--- config.mk ---
export PLATFORM = sky130hd
export DESIGN_NAME = remap_xlate
export DESIGN_NICKNAME = d
export VERILOG_FILES = /design/src/rtl/remap_pkg.sv /design/src/rtl/remap_cfg_bank.sv /design/src/rtl/remap_xlate_core.sv /design/src/rtl/remap_out_stage.sv /design/src/rtl/remap_xlate.sv
export SDC_FILE = /design/constraint.sdc
export NUM_CORES = 1
export LEC_CHECK = 0
export BUFFER_PORTS_ARGS = -buffer_cell sky130_fd_sc_hd__buf_2
export CELL_PAD_IN_SITES_DETAIL_PLACEMENT = 0
export CELL_PAD_IN_SITES_GLOBAL_PLACEMENT = 1
export CORE_ASPECT_RATIO = 0.75
export CORE_MARGIN = 10
export CORE_UTILIZATION = 50
export CTS_BUF_LIST = sky130_fd_sc_hd__clkbuf_16
export DETAILED_ROUTE_END_ITERATION = 10
export MAX_ROUTING_LAYER = met4
export PLACE_DENSITY_LB_ADDON = 0.1
export SLEW_MARGIN = 30
export SYNTH_ARGS = -nofsm -noshare
export SYNTH_HDL_FRONTEND = slang
export SYNTH_HIERARCHICAL = 1
export SYNTH_SLANG_ARGS = --single-unit
--- constraint.sdc ---
create_clock -name clk -period 10.6 [get_ports clk]
set_clock_uncertainty 0.1 [all_clocks]
set_input_delay 1.59 -clock clk [delete_from_list [all_inputs] [get_ports clk]]
set_output_delay 1.59 -clock clk [all_outputs]
set_load 0.01 [all_outputs]
--- src/rtl/remap_pkg.sv ---
package remap_pkg;

  localparam int unsigned PAGE_W = 32;
  localparam int unsigned NUM_CFG = 3;

  // indices into the configuration register bank
  localparam int unsigned CFG_TOLM  = 0;
  localparam int unsigned CFG_BASE  = 1;
  localparam int unsigned CFG_LIMIT = 2;

  typedef logic [PAGE_W-1:0] page_t;

  typedef enum logic [1:0] {
    RGN_LOW   = 2'd0,
    RGN_HIGH  = 2'd1,
    RGN_MOVED = 2'd2,
    RGN_FAULT = 2'd3
  } region_e;

  typedef struct packed {
    page_t   page;
    logic    err;
    region_e rgn;
  } xlate_res_t;

endpackage

--- src/rtl/remap_cfg_bank.sv ---
module remap_cfg_bank
  import remap_pkg::*;
#(
  parameter int unsigned CFG_W = 16
) (
  input  logic                     clk,
  input  logic                     rst_n,
  input  logic [NUM_CFG-1:0]       we,
  input  logic [CFG_W-1:0]         wdata,
  output logic [NUM_CFG-1:0][CFG_W-1:0] q
);

  logic [NUM_CFG-1:0][CFG_W-1:0] q_r;
  logic [NUM_CFG-1:0][CFG_W-1:0] q_nxt;

  for (genvar gi = 0; gi < NUM_CFG; gi++) begin : g_reg
    always_comb begin
      q_nxt[gi] = q_r[gi];
      if (we[gi]) begin
        q_nxt[gi] = wdata;
      end
    end

    always_ff @(posedge clk or negedge rst_n) begin
      if (!rst_n) begin
        q_r[gi] <= '0;
      end else if (we[gi]) begin
        q_r[gi] <= q_nxt[gi];
      end
    end
  end

  assign q = q_r;

endmodule

--- src/rtl/remap_xlate_core.sv ---
module remap_xlate_core
  import remap_pkg::*;
#(
  parameter int unsigned CFG_W      = 16,
  parameter int unsigned TOLM_SH    = 4,
  parameter int unsigned WIN_SH     = 14,
  parameter logic [31:0] HIGH_START = 32'h0010_0000
) (
  input  logic [CFG_W-1:0] tolm_cfg,
  input  logic [CFG_W-1:0] base_cfg,
  input  logic [CFG_W-1:0] limit_cfg,
  input  page_t            page_in,
  output page_t            tolm_pg,
  output page_t            base_pg,
  output page_t            lim_pg,
  output xlate_res_t       res
);

  localparam int unsigned TOLM_PAD = PAGE_W - CFG_W - TOLM_SH;
  localparam int unsigned WIN_PAD  = PAGE_W - CFG_W - WIN_SH;

  page_t hi_start;
  page_t moved_pg;
  page_t fallback_pg;
  logic  in_low;
  logic  in_high;
  logic  moved_ok;

  assign hi_start = page_t'(HIGH_START);

  // scale register values into page numbers
  assign tolm_pg = {{TOLM_PAD{1'b0}}, tolm_cfg,  {TOLM_SH{1'b0}}};
  assign base_pg = {{WIN_PAD{1'b0}},  base_cfg,  {WIN_SH{1'b0}}};
  assign lim_pg  = {{WIN_PAD{1'b0}},  limit_cfg, {WIN_SH{1'b0}}};

  // region decode
  assign in_low  = (page_in < tolm_pg);
  assign in_high = (page_in >= hi_start) && (page_in < base_pg);

  // relocation path, wraps modulo 2^PAGE_W
  assign moved_pg    = (page_in - tolm_pg) + base_pg;
  assign moved_ok    = (moved_pg < lim_pg);
  assign fallback_pg = tolm_pg - page_t'(1);

  always_comb begin
    res.page = page_in;
    res.err  = 1'b0;
    res.rgn  = RGN_LOW;
    if (in_low) begin
      res.rgn = RGN_LOW;
    end else if (in_high) begin
      res.rgn = RGN_HIGH;
    end else if (moved_ok) begin
      res.page = moved_pg;
      res.rgn  = RGN_MOVED;
    end else begin
      res.page = fallback_pg;
      res.err  = 1'b1;
      res.rgn  = RGN_FAULT;
    end
  end

endmodule

--- src/rtl/remap_out_stage.sv ---
module remap_out_stage
  import remap_pkg::*;
#(
  parameter bit OUT_REG = 1'b1
) (
  input  logic       clk,
  input  logic       rst_n,
  input  xlate_res_t res_in,
  output xlate_res_t res_out
);

  if (OUT_REG) begin : g_reg
    xlate_res_t res_q;
    xlate_res_t res_nxt;

    always_comb begin
      res_nxt = res_in;
    end

    always_ff @(posedge clk or negedge rst_n) begin
      if (!rst_n) begin
        res_q.page <= '0;
        res_q.err  <= 1'b0;
        res_q.rgn  <= RGN_LOW;
      end else begin
        res_q <= res_nxt;
      end
    end

    assign res_out = res_q;
  end else begin : g_comb
    assign res_out = res_in;
  end

endmodule

--- src/rtl/remap_xlate.sv ---
module remap_xlate
  import remap_pkg::*;
#(
  parameter int unsigned CFG_W      = 16,
  parameter int unsigned TOLM_SH    = 4,
  parameter int unsigned WIN_SH     = 14,
  parameter logic [31:0] HIGH_START = 32'h0010_0000,
  parameter bit          OUT_REG    = 1'b1
) (
  input  logic              clk,
  input  logic              rst_n,
  input  logic [CFG_W-1:0]  cfg_wdata,
  input  logic              tolm_we,
  input  logic              base_we,
  input  logic              limit_we,
  input  logic [31:0]       page_in,
  output logic [31:0]       page_out,
  output logic              range_err,
  output logic [1:0]        region
);

  logic [NUM_CFG-1:0]            cfg_we;
  logic [NUM_CFG-1:0][CFG_W-1:0] cfg_q;
  page_t                         tolm_pg;
  page_t                         base_pg;
  page_t                         lim_pg;
  xlate_res_t                    xl_res;
  xlate_res_t                    out_res;

  always_comb begin
    cfg_we            = '0;
    cfg_we[CFG_TOLM]  = tolm_we;
    cfg_we[CFG_BASE]  = base_we;
    cfg_we[CFG_LIMIT] = limit_we;
  end

  remap_cfg_bank #(
    .CFG_W (CFG_W)
  ) u_cfg (
    .clk   (clk),
    .rst_n (rst_n),
    .we    (cfg_we),
    .wdata (cfg_wdata),
    .q     (cfg_q)
  );

  remap_xlate_core #(
    .CFG_W      (CFG_W),
    .TOLM_SH    (TOLM_SH),
    .WIN_SH     (WIN_SH),
    .HIGH_START (HIGH_START)
  ) u_core (
    .tolm_cfg  (cfg_q[CFG_TOLM]),
    .base_cfg  (cfg_q[CFG_BASE]),
    .limit_cfg (cfg_q[CFG_LIMIT]),
    .page_in   (page_in),
    .tolm_pg   (tolm_pg),
    .base_pg   (base_pg),
    .lim_pg    (lim_pg),
    .res       (xl_res)
  );

  remap_out_stage #(
    .OUT_REG (OUT_REG)
  ) u_out (
    .clk     (clk),
    .rst_n   (rst_n),
    .res_in  (xl_res),
    .res_out (out_res)
  );

  assign page_out  = out_res.page;
  assign range_err = out_res.err;
  assign region    = out_res.rgn;

endmodule

==> Yosys cells after proc, flatten, opt, wreduce, memory -nomap -nowiden <==
Index checks and enable logic that the tools add are counted.
{ "totals": {"latch_bits": 0, "wordCells": 21, "reg_bits": 83, "ram_bits": 0, "n_memories": 0, "input_bits": 53, "romBits": 0} }
{ "op_classes": {"eq_ne": 0, "bitwise": 0, "n_lt_le_gt_ge": 4, "n_reduce_logical": 1, "div_mod_pow": 0, "addsub": 3, "shifts": 0, "mul": 0, "muxes": 7} }
{ "op_table": {"columns": ["op", "count"], "rows": [
  ["33-bit two-way mux", 2],
  ["32-bit by 30-bit < comparator with 1-bit output", 2],
  ["32-bit by 30-bit adder with 32-bit output", 1],
  ["32-bit by 21-bit >= comparator with 1-bit output (second input constant)", 1],
  ["32-bit by 20-bit < comparator with 1-bit output", 1],
  ["32-bit two-way mux", 1],
  ["32-bit by 20-bit subtractor with 32-bit output", 1],
  ["20-bit by 1-bit subtractor with 21-bit output (second input constant)", 1],
  ["2-bit two-way mux", 2],
  ["1-bit two-way mux", 2],
  ["1-bit logical AND", 1]
]} }

==> Longest topological paths before layout <==
{ "depth": {"word_depth": 6, "depth_mapped": 22} }

==> Cells and area by module <==
Netlist, hierarchy kept.
{ "modules_own_cells": {"columns": ["mod", "area_each_um2", "cells_each", "instances"], "rows": [
  ["remap_xlate_core", 5551.6, 789, 1],
  ["remap_cfg_bank", 1948.1, 102, 1],
  ["remap_out_stage", 875.8, 35, 1]
]} }

==> Least setup slack after synthesis <==
Ideal clock, no wire load.
{ "synth_timing": {"kind": "input to register", "startpoint": "input port page_in[19]", "endpoint": "register u_out.g_reg.res_q (netlist bit u_out/res_out[26])", "n_path_buf": 3, "setup_time_ns": 0.081, "stages": 21, "arrival_ns": 5.930, "path_slack_ns": 4.488, "required_time_ns": 10.419, "path_cell_list": "inv_1 -> fa_1 -> inv_1 -> ha_1 -> clkbuf_1 -> nand2_1 -> a211o_1 -> or4_1 -> o211ai_1 -> xor2_1 -> ha_1 -> a21o_1 -> a21o_1 -> a21oi_1 -> nor2_1 -> a2111oi_1 -> o2111a_1 -> buf_2 -> buf_2 -> nand3_1 -> a31oi_2"} }
{ "synth_rtl": {"columns": ["item", "line", "text"], "rows": [
  ["from (decl)", "remap_xlate.sv:16", "input logic [31:0] page_in,"],
  ["to (signal assigned)", "remap_out_stage.sv:26", "res_q <= res_nxt;"],
  ["to (decl)", "remap_out_stage.sv:13", "xlate_res_t res_q;"]
]} }

==> metrics.txt <==
RSZ-0062 raised after global routing no; Die Ht approximately 130 µm; Design Power 1.54 mW; ANT cells 0; Root Driver clkbuf_16; pre-CTS WS approximately 3.2 ns; final worst slack 3.44 ns; critical path class input port to register; CTS buffer count 9; met3 Track Usage GR 5.87%; met1 Use GR between 30 and 40%; Core Rows 39; leakage power 4.09 nW; GRT Residual Overflow 0; CP endpoint kind register; first-pass GRT wire length roughly 39 mm; first-iteration detailed-routing DRC count between 500 and 600; syn_nets 983; Setup Fix Bufs, Post-CTS 0; Port Buffers between 80 and 90; met2 GRT Util 33.5%; CP Data Required Time 10.68 ns; run status finished clean; area delta synth->final 10.4%; max-slew violations 0; Die X around 160 µm; hold buffer count at CTS 0; Mapped Cells roughly 830; vias in the first global route about 6600; setup_tns 0 ns; CTS Buffer Depth 2; Hold Worst Slack 0.409 ns; R2R Path End u_out/res_out[23]; core area 15100 µm²; H-tree levels 3; R2R Setup Slk 4.30 ns; share of layout cells above drive strength 1 21.4%; RR Startpoint u_cfg/q[0]; max_cap viols 0; cell mode on critical path ha_1; Min-Delay Path Class register to register; YS warnings 6; CTS tree yes; worst skew pair latency 0.35 ns; Top Ports 88; final net count 1052; Pwr Density 182 nW/µm²; Slew HR 33.2%; Initial Util about 51%; drt total wl 25.2 mm; vias post-DR about 6600; Worst EP arrival between 7 and 8 ns; Mapped Area 7650 µm²; pin count of the biggest net entering global routing 84; Sink Count 83; Buf/Inv on CP 3; R2R cell count 18; final setup violation count 0; fmax around 0.14 GHz; Final GP Congestion 0.946; drt first pass iters 7; post_cts resized 0; Overall Global Routing Usage 24.9%; Final Hold Fails 0; nature of the critical path startpoint input port; Final ANT Viol Nets 0; WHS Endpoint u_cfg/q[33]; Top Usage Layer GRT met1; Detailed Place HPWL 20.3 mm; Critical Path, Cell by Cell buf_2 > inv_1 > ha_1 > ha_1 > a21o_1 > a221o_2 > a211oi_1 > o21ai_0 > a31oi_1 > xnor2_1 > ha_1 > a21o_1 > a21oi_1 > o21ai_0 > a2111oi_1 > o2111ai_2 > buf_4 > o21ai_2 > a31oi_1; hold path startpoint u_cfg/q[33]; WL per Instance approximately 23 µm; Die ar. 20700 µm²; worst slew pin tran around 1 ns; Final Critical Period 7.16 ns; CP max-delay cell o21ai_2; Worst VDD drop 0.103 mV; drc violations 0; max incr delay on CP 0.71 ns; final worst-path cycle share between 60 and 70%; Via-to-Cell Ratio around 6; post-synthesis area per instance 9.23 µm²; cell family with most CP delay compound AO/OA/AOI/OAI gates; initial antenna violation count 0; hold path depth 1; Worst-path clk slew 0.07 ns; crit-path max FO 16
power breakdown:
part	internal, mW	total [mW]	switching, mW
Combinational	0.300	0.815	0.515
Clock	0.184	0.321	0.136
Sequential	0.371	0.404	0.0330
Total	0.856	1.54	0.685
cells in the final DEF, fill, tap and decap left out, types with 4 or more instances in the layout:
cell type  count
inv_1        124
ha_1          91
buf_2         86
dfrtp_1       83
a21oi_1       63
nand3_1       32
o21ai_0       32
nand2_1       31
mux2_4        30
nor2_1        29
xnor2_1       28
nor3_1        20
mux2_2        19
a21o_1        17
a31oi_1       17
nand4_1       15
nor2b_1       11
o21ai_1       10
nor4_1        10
fa_1          10
clkbuf_16      9
and3_1         8
a211oi_1       8
a31oi_2        8
nor3_2         7
xor2_1         7
buf_4          6
o21bai_1       5
o21a_1         5
o211ai_1       5
o31ai_2        5
a211o_1        4
worst register-to-register path, stage by stage, from the launching register on:
cell	delay [ns]
dfrtp_1	0.51
inv_1	0.16
ha_1	0.23
ha_1	0.35
and3b_1	0.20
a221o_2	0.44
a211oi_1	0.52
o21ai_0	0.30
a31oi_1	0.29
xnor2_1	0.26
ha_1	0.34
a21o_1	0.19
a21oi_1	0.17
o21ai_0	0.13
a2111oi_1	0.58
o2111ai_2	0.18
buf_4	0.26
o21ai_2	0.72
a31oi_1	0.20
per-stage QoR:
stage / std cells / cell area [µm²] / util [%]
6_report: 1108 / 8450 / 55.8
5_1_grt: 1108 / 8450 / 55.8
3_5_place_dp: 1092 / 8140 / 53.8
2_1_floorplan: 829 / 7650 / -
4_1_cts: 1108 / 8450 / 55.8
3_3_place_gp: 1092 / 8140 / 53.8
worst max path at each step:
stage,startpoint,endpoint,slack [ns],depth (start not counted)
detailed placement,page_in[18],u_out/res_out[23],3.19,18
global route,page_in[18],u_out/res_out[23],3.13,18
CTS,page_in[18],u_out/res_out[23],3.52,18
floorplan,page_in[19],u_out/res_out[26],4.49,21
global placement,page_in[5],u_out/res_out[23],3.41,18
finish,page_in[4],u_out/res_out[23],3.44,19
routing by layer:
metal / part of all wire [%] / up-vias / wire length [µm]
met4: 0.98 / 0 / 247
met1: 49 / 3231 / 12300
li1: - / 3083 / -
met3: 9.4 / 21 / 2370
met2: 41 / 302 / 10200
met5: 0 / - / 0
layout make-up:
cell class | count | area [µm²]
fillers | 1393 | 6680
multi-input cells | 587 | 4860
flip-flops and latches | 83 | 2080
repair buffers | 93 | 487
inverters | 124 | 465
well taps | 205 | 256
clock buffers | 9 | 225
clock inverters | 7 | 76.3
flip-flops by register name (all words and copies together), names as in the netlist:
signal	count
u_out/res_out	35
u_cfg/q	48
Note: power is estimated with default switching activity, not from simulation.
